==> src/rtl/burst_pkg.sv <==
package burst_pkg;
   localparam int BEATS_PER_BURST = 4;
   localparam int BEAT_W = $clog2(BEATS_PER_BURST);

   typedef logic [BEAT_W-1:0] beat_t;

   typedef enum logic {
      ORDER_INTERLEAVED = 1'b0,
      ORDER_LINEAR      = 1'b1
   } order_e;
endpackage

==> src/rtl/burst_base_reg.sv <==
module burst_base_reg #(
   parameter int ADDR_W = 17
) (
   input  logic              clk,
   input  logic              rst_n,
   input  logic              load,
   input  logic [ADDR_W-1:0] addr_in,
   output logic [ADDR_W-1:0] base_q
);
   always_ff @(posedge clk or negedge rst_n) begin
      if (!rst_n) begin
         base_q <= '0;
      end else if (load) begin
         base_q <= addr_in;
      end
   end
endmodule

==> src/rtl/burst_beat_ctr.sv <==
module burst_beat_ctr
   import burst_pkg::*;
(
   input  logic  clk,
   input  logic  rst_n,
   input  logic  load,
   input  logic  advance,
   output beat_t beat_q
);
   always_ff @(posedge clk or negedge rst_n) begin
      if (!rst_n) begin
         beat_q <= '0;
      end else if (load) begin
         beat_q <= '0;
      end else if (advance) begin
         beat_q <= beat_q + beat_t'(1);
      end
   end
endmodule

==> src/rtl/burst_order_map.sv <==
module burst_order_map
   import burst_pkg::*;
(
   input  beat_t  start_low,
   input  beat_t  beat,
   input  order_e order,
   output beat_t  low_out
);
   localparam int N_ORDERS = 2;
   beat_t lane [N_ORDERS];

   for (genvar g = 0; g < N_ORDERS; g++) begin : g_order
      if (g == int'(ORDER_INTERLEAVED)) begin : g_xor
         assign lane[g] = start_low ^ beat;
      end else begin : g_add
         assign lane[g] = start_low + beat;
      end
   end

   assign low_out = lane[int'(order)];
endmodule

==> src/rtl/burst_addr_gen.sv <==
module burst_addr_gen
   import burst_pkg::*;
#(
   parameter int ADDR_W = 17
) (
   input  logic              clk,
   input  logic              rst_n,
   input  logic              strobe_proc,
   input  logic              strobe_ctrl,
   input  logic              advance,
   input  logic              linear_mode,
   input  logic [ADDR_W-1:0] addr_in,
   output logic [ADDR_W-1:0] addr_out,
   output logic [1:0]        beat
);
   localparam int UPPER_W = ADDR_W - BEAT_W;

   if (ADDR_W <= BEAT_W) begin : g_bad_width
      $error("burst_addr_gen: ADDR_W must exceed the beat width");
   end

   logic              start_burst;
   logic [ADDR_W-1:0] base_q;
   beat_t             beat_q;
   order_e            order_q;
   beat_t             low_w;

   assign start_burst = strobe_proc | strobe_ctrl;

   always_ff @(posedge clk or negedge rst_n) begin
      if (!rst_n) begin
         order_q <= ORDER_INTERLEAVED;
      end else begin
         order_q <= order_e'(linear_mode);
      end
   end

   burst_base_reg #(.ADDR_W(ADDR_W)) u_base (
      .clk     (clk),
      .rst_n   (rst_n),
      .load    (start_burst),
      .addr_in (addr_in),
      .base_q  (base_q)
   );

   burst_beat_ctr u_ctr (
      .clk     (clk),
      .rst_n   (rst_n),
      .load    (start_burst),
      .advance (advance),
      .beat_q  (beat_q)
   );

   burst_order_map u_map (
      .start_low (base_q[BEAT_W-1:0]),
      .beat      (beat_q),
      .order     (order_q),
      .low_out   (low_w)
   );

   assign addr_out = {base_q[ADDR_W-1 -: UPPER_W], low_w};
   assign beat     = beat_q;
endmodule

==> config.mk <==
export PLATFORM = sky130hd
export DESIGN_NAME = burst_addr_gen
export DESIGN_NICKNAME = d
export VERILOG_FILES = /design/src/rtl/burst_pkg.sv /design/src/rtl/burst_base_reg.sv /design/src/rtl/burst_beat_ctr.sv /design/src/rtl/burst_order_map.sv /design/src/rtl/burst_addr_gen.sv
export SDC_FILE = /design/constraint.sdc
export NUM_CORES = 1
export LEC_CHECK = 0
export BUFFER_PORTS_ARGS = -buffer_cell sky130_fd_sc_hd__buf_2
export CORE_MARGIN = 1.5
export CORE_UTILIZATION = 40
export DETAILED_ROUTE_END_ITERATION = 10
export GPL_TIMING_DRIVEN = 0
export PLACE_DENSITY_LB_ADDON = 0.12
export SLEW_MARGIN = 20
export SYNTH_ARGS = -nofsm -noshare
export SYNTH_HDL_FRONTEND = slang
export SYNTH_SLANG_ARGS = --single-unit
==> constraint.sdc <==
create_clock -name clk -period 1 [get_ports clk]
set_input_delay 0.2 -clock clk [delete_from_list [all_inputs] [get_ports clk]]
set_output_delay 0.2 -clock clk [all_outputs]
set_load 0.1 [all_outputs]
# [Word-level counts from Yosys, hierarchy flattened]
# Index checks and enable logic that the tools add are counted.
[op_classes] muxes=5 n_lt_le_gt_ge=1 n_reduce_logical=1 addsub=2 bitwise_logic=3
[op_table] op="$ge 32x2->1 const B" n=1
[op_table] op="$not 1->32" n=1
[op_table] op="$mux 2" n=5
[op_table] op="$add 2x1->2 const B" n=1
[op_table] op="$add 2x2->2" n=1
[op_table] op="$reduce_bool 2->1" n=1
[op_table] op="$xor 2x2->2" n=1
[op_table] op="$or 1x1->1" n=1
[word_totals] regBits=20 out_inout_bits=19 inputBits=23

# [Depth between registers and ports, before layout]
# Gate-level depths: netlist (run 1).
[logic_depth] word_depth=4 ltp_mapped=4

# [Modules after synthesis]
# From an unflattened synthesis (run 1), not the netlist that was laid out.
[hier_totals] cells_unflattened=49 area_unflattened_um2=839.6
[modules_own_cells] module="burst_base_reg" n_inst=1 area_per_inst_um2=685.7 cells_per_inst=36 seq_area_each_um2=425.4
[modules_own_cells] module="burst_beat_ctr" n_inst=1 area_per_inst_um2=88.8 cells_per_inst=7 seq_area_each_um2=50.0
[modules_own_cells] module="burst_order_map" n_inst=1 area_per_inst_um2=33.8 cells_per_inst=4 seq_area_each_um2=0.0
[modules_own_cells] module="burst_addr_gen" n_inst=1 area_per_inst_um2=31.3 cells_per_inst=2 seq_area_each_um2=25.0

# [Worst setup path before layout (run 1)]
# OpenSTA, ideal clock, no wires.
[synth_timing] kind="reg2out" from="register u_ctr.beat_q[0]" to="output port addr_out[1]" slack_ns=-2.052 arrival_ns=2.852 path_buffers=0 path_stages_with_launch=4 required_time_ns=0.800 cell_sequence="dfrtp_1 > ha_1 > nand2_1 > xnor2_1"
[synth_between] elab_chain_cells=4
[synth_rtl] item="start, declared" line="burst_beat_ctr.sv:8" rtl="output beat_t beat_q"
[synth_rtl] item="start signal, assigned" line="burst_beat_ctr.sv:16" rtl="beat_q <= beat_q + beat_t'(1);"
[synth_rtl] item="$add 2x2->2" line="burst_order_map.sv:16" rtl="assign lane[g] = start_low + beat;"
[synth_rtl] item="$mux 2 (not written as such) (3 in series)" line="burst_order_map.sv:20" rtl="assign low_out = lane[int'(order)];"
[synth_rtl] item="end, declared" line="burst_addr_gen.sv:13" rtl="output logic [ADDR_W-1:0] addr_out,"
# No other way between the ends. The select of a mux whose other input is x is not followed.

# [Worst setup path in the final report (run 1)]
# Same ends and word-level chain as after synthesis.

==> flow_summary.toml, run 1 <==
[sta]
finalMaxSlewViolations = 0
fin_skew_ns = 0.0000171
setup_ws_ns = -0.584
setup_viol = 22
period_needed_ns = 1.58
worstMarginPinSlew_ns = 0.443
hold_viol = 0
period_share = 1.58
slew_headroom = 0.705
max_freq_mhz = 631
rsz0062_at_grt = "true"

[logic_synthesis]
yosysSeqAreaShare = 0.532
syn_nets = 88
yosysUniqueCellTypes = 15
synth_area_per_cell_um2 = 14.7
yosysWarnings = 0
syn_inst = 64
synth_seq_cells = 20
syn-cell-area_um2 = 941

[power]
cellPowerDensity_nw_per_um2 = 1530
irDropWorstVdd_v = 0.00107
p_leak_nw = 0.756
p_total_mw = 2.40

[floorplanning]
ios = 42
design.die.area_um2 = 2650
rows = 17
initial_utilization = 0.425
fp.coreArea_um2 = 2210
die_height_um = 51.5
fp.dieW_um = 51.5

[setup_path]
crit_path_end_kind = "primary output"
critPathRequiredTime_ns = 0.80
worst-setup-path-type = "reg2out"
cp_max_fo = 2
worstPathArrival_ns = 1.38
crit_path_start_kind = "register"

[final_layout]
nets = 133
antenna_cells = 0
drive_gt1_frac = 0.778
layout.cells.non_filler = 136
area_delta_synth_final_pct = 66.9
multiInputGateArea_um2 = 365
fill_cells = 170
ff_latch_area_um2 = 508

[global_routing]
antenna_found_initial = 0
grt_pass1_vias = 631
grtUsageTotal = 0.154
grt_max_degree = 21
grt_pass1_wl_um = 2930
grt_overflow = 0

[clock_tree]
h-tree-depth = 1
clk_latency_ns = 0.30
cts_tree = "done"
clk_pin_slew_ns = 0.12
cts.sinks = 20
cts_max_path_buffers = 2
cts_buffers = 3
root_buffer = "clkbuf_4"

[placement]
globalplace.congestion = 0.576
place_inst = 133
portBuffers = 41
place_ws_ns = -0.571

[drt]
ant_nets = 0
dr.pass1.iters = 2
wl_per_cell_um = 13.4
post_drt_via_cell_ratio = 4.34
drt_iter0_markers = 2
wl_um = 1820
vias = 590
drc_errors = 0

[status]
violations = "negative setup slack"
status = "finished with violations"

[flow_run]
drv_cap = 0

[worst_hold_path]
hold_path_class = "in2reg"
-- Yosys cell counts, drive strengths merged --
cell,instances,share of area
dfrtp,20,0.53
buf,17,0.15
mux2,17,0.24
xnor2,2,0.019
a21bo,1,0.011
a21oi,1,0.0053
ha,1,0.013
nand2,1,0.0040
nand3b,1,0.0080
nor2,1,0.0040
or2,1,0.0067
xor2,1,0.0093
-- area by class of cell --
class | instances | share of cell area
Multi-Input combinational cell | 27 | 0.233
Buffer | 2 | 0.0199
Clock buffer | 4 | 0.0167
Sequential cell | 20 | 0.324
Timing Repair Buffer | 55 | 0.385
Tap cell | 28 | 0.0223
-- placed cells by master, fill, tap and decap left out, drive strengths merged --
master / n
buf: 55
clkbuf: 4
ha: 1
mux2: 17
nor2: 1
xor2: 1
a21bo: 1
dfrtp: 20
a21oi: 1
nand3b: 1
nand2: 1
xnor2: 2
dlygate4sd3: 2
or2: 1
-- flip-flops by register name, indices dropped and copies added, names as in the netlist --
name           count
u_base.base_q     17
u_ctr.beat_q       2
order_q            1
-- per-layer routing --
layer | share of wire | routed length, um | vias to the layer above | global-route usage
met5 | 0 | 0 | - | 0
met4 | 0.0071 | 13 | 0 | 0.0789
met3 | 0.033 | 61 | 2 | 0.0259
met2 | 0.56 | 1030 | 17 | 0.263
met1 | 0.40 | 722 | 286 | 0.187
li1 | - | - | 285 | -
-- worst max-delay path: stages (launching register included) --
cell	delay (ns)
dfrtp_4	0.52
ha_4	0.17
nand2_4	0.07
xnor2_4	0.13
buf_12	0.19
-- report_power, final --
group | internal (mW) | switching, mW | total (mW)
registers | 0.873 | 0.0701 | 0.943
logic | 0.441 | 0.611 | 1.05
clock network | 0.155 | 0.246 | 0.401
total | 1.47 | 0.928 | 2.40
-- through the flow --
stage,TNS [ns],cell area [um2],hold slack (ns),util
3_3_place_gp,-3.90,1230,0.172,0.555
6_report,-3.39,1570,0.116,0.710
2_1_floorplan,-1.90,987,-0.0956,-
5_1_grt,-4.22,1570,0.103,0.710
4_1_cts,-3.39,1500,0.00408,0.678
3_5_place_dp,-4.21,1230,0.181,0.555
-- path summary, 6_finish.rpt --
check	startpoint	to	slack, ns	cells past startpoint
worst min-delay path	addr_in[10]	u_base.base_q[10]$_DFFE_PN0P_	0.12	2
min in group asynchronous	rst_n	u_base.base_q[12]$_DFFE_PN0P_	0.38	2
worst min register to register	u_base.base_q[9]$_DFFE_PN0P_	u_base.base_q[9]$_DFFE_PN0P_	0.58	1
worst max register to register	u_ctr.beat_q[0]$_DFFE_PN0P_	u_ctr.beat_q[1]$_DFFE_PN0P_	-0.07	3
worst max-delay path	u_ctr.beat_q[0]$_DFFE_PN0P_	addr_out[1]	-0.58	4
max in group asynchronous	rst_n	u_ctr.beat_q[0]$_DFFE_PN0P_	0.28	2
-- cell families (layout without fill, tap and decap cells) --
family,Yosys count,in the layout,synth area share
flops,20,20,0.532
mux,17,17,0.235
buf+inv,17,61,0.153
simple gates,4,4,0.0226
xor+xnor,3,3,0.0279
compound gates,2,2,0.0160
fa+ha+maj,1,1,0.0133
-- what timing repair did --
item | 4_1_cts | 5_1_grt
setup buffers | 7 | 5
pin swaps | 0 | 2
gates cloned | 0 | 0
endpoints found under the hold margin | 20 | 1
resized for setup | 76 | 5
hold buffers | 1 | 1
endpoints found under the setup margin | 19 | 21
Note: power is estimated with default switching activity, not from simulation.
==> run 2, diff against run 1 <==
--- a/config.mk
+++ b/config.mk
@@ -6,7 +6,8 @@
 export NUM_CORES = 1
 export LEC_CHECK = 0
 export BUFFER_PORTS_ARGS = -buffer_cell sky130_fd_sc_hd__buf_2
-export CORE_MARGIN = 1.5
+export CORE_ASPECT_RATIO = 1.2
+export CORE_MARGIN = 5
 export CORE_UTILIZATION = 40
 export DETAILED_ROUTE_END_ITERATION = 10
 export GPL_TIMING_DRIVEN = 0
==> flow_summary.toml, run 2 (synthesized netlist as in run 1, its figures left out) <==
[final_layout]
antenna_cells = 0
largest_reg_flops = 17
area_delta_synth_final_pct = 72.1
mostFrequentLayoutCells = "buf_2 (22), buf_12 (20), dfrtp_1 (18)"
largestRegisters = "u_base.base_q x17, u_ctr.beat_q x2, order_q x1"
nets = 135
drive_gt1_frac = 0.791
final_common_cell = "buf_2"
top_register = "u_base.base_q"
layout.cells.non_filler = 141
fin_util = 0.709

[global_routing]
grt_overflow = 0
grt_pass1_vias = 660
antenna_found_initial = 0
grtUsageTotal = 0.134
grt_max_degree = 21
grt_pass1_wl_um = 3260

[setup_path]
crit_path_start_kind = "register"
critPathRequiredTime_ns = 0.80
worstPathArrival_ns = 1.37
crit_path_end_kind = "primary output"
worst-setup-path-type = "reg2out"
cp_max_fo = 2

[sta]
finalMaxSlewViolations = 0
period_share = 1.57
setup_viol = 24
worstMarginPinSlew_ns = 0.449
max_freq_mhz = 636
slew_headroom = 0.701
fin_skew_ns = 0.00521
setup_ws_ns = -0.572
tns_ns = -4.03
rsz0062_at_grt = "true"
period_needed_ns = 1.57
hold_viol = 0

[floorplanning]
fp.dieW_um = 54.3
ios = 42
rows = 19
fp.coreArea_um2 = 2280
design.die.area_um2 = 3430
die_height_um = 63.1
initial_utilization = 0.412

[drt]
wl_per_cell_um = 15.1
wl_um = 2130
drt_iter0_markers = 3
post_drt_via_cell_ratio = 4.40
ant_nets = 0
drc_errors = 0
vias = 621
dr.pass1.iters = 3

[placement]
portBuffers = 41
place_inst = 136
dp_hpwl_um = 1300
globalplace.congestion = 0.669

[clock_tree]
clk_latency_ns = 0.29
clk_pin_slew_ns = 0.11
cts_buffers = 3
cts.sinks = 20
cts_max_path_buffers = 2
h-tree-depth = 1
cts_tree = "done"
root_buffer = "clkbuf_4"

[power]
p_leak_nw = 0.780
cellPowerDensity_nw_per_um2 = 1640
irDropWorstVdd_v = 0.00117
p_total_mw = 2.66

[flow_run]
drv_cap = 0

[worst_hold_path]
hold_path_class = "in2reg"

[status]
violations = "negative setup slack"
status = "finished with violations"
-- run 2: cell count changes in the layout (fill, tap and decap cells not counted) --
cell / change
bufinv_16: +1
buf_4: +1
buf_6: +1
clkbuf_1: -1
-- run 2: worst paths after layout --
kind | startpoint | end | slack, ns | depth (start not counted)
setup / recovery | u_ctr.beat_q[1]$_DFFE_PN0P_ | addr_out[1] | -0.57 | 3
min in group asynchronous | rst_n | u_ctr.beat_q[0]$_DFFE_PN0P_ | 0.39 | 2
hold / removal | addr_in[13] | u_base.base_q[13]$_DFFE_PN0P_ | 0.13 | 2
max in group asynchronous | rst_n | u_ctr.beat_q[1]$_DFFE_PN0P_ | 0.27 | 2
hold reg to reg | u_base.base_q[16]$_DFFE_PN0P_ | u_base.base_q[16]$_DFFE_PN0P_ | 0.59 | 1
setup reg to reg | u_ctr.beat_q[0]$_DFFE_PN0P_ | u_ctr.beat_q[1]$_DFFE_PN0P_ | -0.26 | 5
-- run 2: layout make-up --
cell class                      instances  area, um2
Sequential cell                        20        508
Timing Repair Buffer                   57        623
Tap cell                               31       38.8
Multi-Input combinational cell         27        365
Clock buffer                            3       22.5
Buffer                                  2       31.3
Clock inverter                          1       30.0
Fill cell                             161        663
-- run 2: timing repair --
item | 4_1_cts | 5_1_grt
pin swaps | 3 | 1
endpoints found under the setup margin | 19 | 21
resized for setup | 81 | 1
endpoints found under the hold margin | 21 | 0
hold buffers | 2 | 0
setup buffers | 10 | 4
-- run 2: critical path, stage by stage, from the launching register on --
cell and delay [ns]:
dfrtp_4 0.52, xor2_4 0.18, xnor2_4 0.19, buf_12 0.19
-- run 2: where the power goes --
part / total (mW) / internal [mW] / leakage [nW] / switching, mW
Combinational: 1.07 / 0.446 / 0.519 / 0.620
Clock: 0.647 / 0.405 / 0.0279 / 0.242
Sequential: 0.945 / 0.873 / 0.234 / 0.0725
-- run 2: per-stage QoR --
stage | setup WS, ns | hold WS, ns | instance area [um2]
final | -0.572 | 0.126 | 1620
after global routing | -0.633 | 0.0940 | 1620
after CTS | -0.584 | 0.108 | 1590
after detailed placement | -0.573 | 0.173 | 1230
after global placement | -0.576 | 0.172 | 1230
after floorplan | -0.671 | -0.0956 | 987
-- run 2: metal layers --
| layer | wire (um) | part of all wire | vias up | global-route usage |
|---|---|---|---|---|
| met2 | 1210 | 0.57 | 21 | 0.222 |
| met3 | 133 | 0.063 | 2 | 0.0165 |
| met1 | 766 | 0.36 | 310 | 0.166 |
| met5 | 0 | 0 | - | 0 |
| met4 | 16 | 0.0075 | 0 | 0.0654 |
| li1 | - | - | 288 | - |
==> run 3, diff against run 2 <==
--- a/config.mk
+++ b/config.mk
@@ -7,11 +7,10 @@
 export LEC_CHECK = 0
 export BUFFER_PORTS_ARGS = -buffer_cell sky130_fd_sc_hd__buf_2
 export CORE_ASPECT_RATIO = 1.2
-export CORE_MARGIN = 5
 export CORE_UTILIZATION = 40
 export DETAILED_ROUTE_END_ITERATION = 10
 export GPL_TIMING_DRIVEN = 0
-export PLACE_DENSITY_LB_ADDON = 0.12
+export PLACE_DENSITY = 0.7
 export SLEW_MARGIN = 20
 export SYNTH_ARGS = -nofsm -noshare
 export SYNTH_HDL_FRONTEND = slang
==> flow_summary.toml, run 3 (synthesized netlist as in run 1, its figures left out) <==
[floorplanning]
fp.dieW_um = 46.3
die_height_um = 55.1
ios = 42
initial_utilization = 0.440
rows = 18
design.die.area_um2 = 2550
fp.coreArea_um2 = 2140

[sta]
rsz0062_at_grt = "true"
period_share = 1.57
hold_viol = 0
finalMaxSlewViolations = 0
fin_skew_ns = 0.0000604
worstMarginPinSlew_ns = 0.426
slew_headroom = 0.716
hold_ws_ns = 0.125
period_needed_ns = 1.57
setup_ws_ns = -0.570
setup_viol = 20
max_freq_mhz = 637

[power]
p_total_mw = 2.42
cellPowerDensity_nw_per_um2 = 1590
p_leak_nw = 0.725
irDropWorstVdd_v = 0.000942

[clock_tree]
cts.sinks = 20
cts_tree = "done"
cts_buffers = 3
clk_latency_ns = 0.29
clk_pin_slew_ns = 0.11
h-tree-depth = 1
cts_max_path_buffers = 2
root_buffer = "clkbuf_4"

[setup_path]
crit_start = "u_ctr.beat_q[0]$_DFFE_PN0P_"
cp_max_fo = 2
path_buf_inv = 1
worstPathArrival_ns = 1.37
worst_path_largest_cell_delay_ns = 0.51
reg2reg_to = "u_ctr.beat_q[1]$_DFFE_PN0P_"
critPathSlowestCell = "dfrtp_4"
r2r-start = "u_ctr.beat_q[0]$_DFFE_PN0P_"
path_delay_family = "flip-flops"
crit_path_start_kind = "register"
ff2ff_setup_slack_ns = -0.05
crit_path_end_kind = "primary output"
crit_cells = 4
critPathRequiredTime_ns = 0.80
r2r_cells = 3
worst-setup-path-type = "reg2out"
cp-endpoint = "addr_out[1]"
crit_chain = "ha_4 > nand2_4 > xnor2_4 > buf_12"

[final_layout]
top_register = "u_base.base_q"
multiInputGateArea_um2 = 365
mostFrequentLayoutCells = "buf_2 (22), buf_12 (19), dfrtp_1 (18)"
antenna_cells = 0
fill_cells = 151
ff_latch_area_um2 = 508
final_common_cell = "buf_2"
area_delta_synth_final_pct = 61.7
nets = 126
layout.cells.non_filler = 131
largestRegisters = "u_base.base_q x17, u_ctr.beat_q x2, order_q x1"
drive_gt1_frac = 0.772
largest_reg_flops = 17

[drt]
vias = 600
wl_um = 1720
post_drt_via_cell_ratio = 4.58
drt_iter0_markers = 2
ant_nets = 0
dr.pass1.iters = 2
drc_errors = 0
wl_per_cell_um = 13.1

[global_routing]
grt_max_degree = 21
grt_pass1_vias = 620
antenna_found_initial = 0
grt_use_met2 = 0.291
grtUsageTotal = 0.157
grt_pass1_wl_um = 2690
gr-usage-met1 = 0.161
grt_overflow = 0
top_usage_layer = "met2"
grt.met3_usage = 0.0227

[placement]
place_inst = 135
portBuffers = 41
globalplace.congestion = 0.639
dp_hpwl_um = 1150

[flow_run]
drv_cap = 0

[worst_hold_path]
hold_path_class = "in2reg"

[status]
violations = "negative setup slack"
status = "finished with violations"
[run 3: metal layers]
metal,up-vias,share of wire
met5,-,0
met4,0,0.016
met3,2,0.034
met2,21,0.59
met1,302,0.36
li1,275,-
[run 3: layout make-up]
cell class / instances / share of cell area
Timing Repair Buffer: 48 / 0.357
Sequential cell: 20 / 0.334
Multi-Input combinational cell: 27 / 0.240
Tap cell: 30 / 0.0247
Clock buffer: 4 / 0.0238
Buffer: 2 / 0.0206
[run 3: what timing repair did]
action	CTS	global route
pin swaps	0	2
resized for setup	77	2
setup endpoints to repair	19	21
buffers inserted	3	2
hold buffers	2	0
hold endpoints to repair	21	0
[run 3: how the worst min path moves through the flow]
| stage | slack (ns) | cells past startpoint | endpoint | start |
|---|---|---|---|---|
| after global routing | 0.10 | 2 | u_base.base_q[10]$_DFFE_PN0P_ | addr_in[10] |
| final | 0.13 | 2 | u_base.base_q[4]$_DFFE_PN0P_ | addr_in[4] |
| after CTS | 0.11 | 2 | u_base.base_q[8]$_DFFE_PN0P_ | addr_in[8] |
| after global placement | 0.17 | 1 | u_base.base_q[15]$_DFFE_PN0P_ | rst_n |
| after detailed placement | 0.17 | 1 | u_base.base_q[15]$_DFFE_PN0P_ | rst_n |
| after floorplan | -0.1 | 0 | order_q$_DFF_PN0_ | rst_n |
[run 3: stage by stage]
stage	setup slack [ns]	cell area, um2	util	setup TNS [ns]
2_1_floorplan	-0.671	987	-	-1.90
3_3_place_gp	-0.569	1230	0.575	-3.88
3_5_place_dp	-0.571	1230	0.575	-4.13
4_1_cts	-0.576	1500	0.699	-3.38
5_1_grt	-0.630	1520	0.711	-3.90
6_report	-0.570	1520	0.711	-3.08
[run 3: worst reg2reg max path, delay by kind of cell (launching register included)]
family / cells / cell delay [ns]
flops: 1 / 0.51
compound gates: 2 / 0.31
buf+inv: 1 / 0.17
[run 3: report_power, final]
| group | total (mW) | internal [mW] | switching [mW] |
|---|---|---|---|
| registers | 0.943 | 0.873 | 0.0706 |
| logic | 1.02 | 0.413 | 0.605 |
| clock network | 0.455 | 0.222 | 0.233 |
| total | 2.42 | 1.51 | 0.909 |
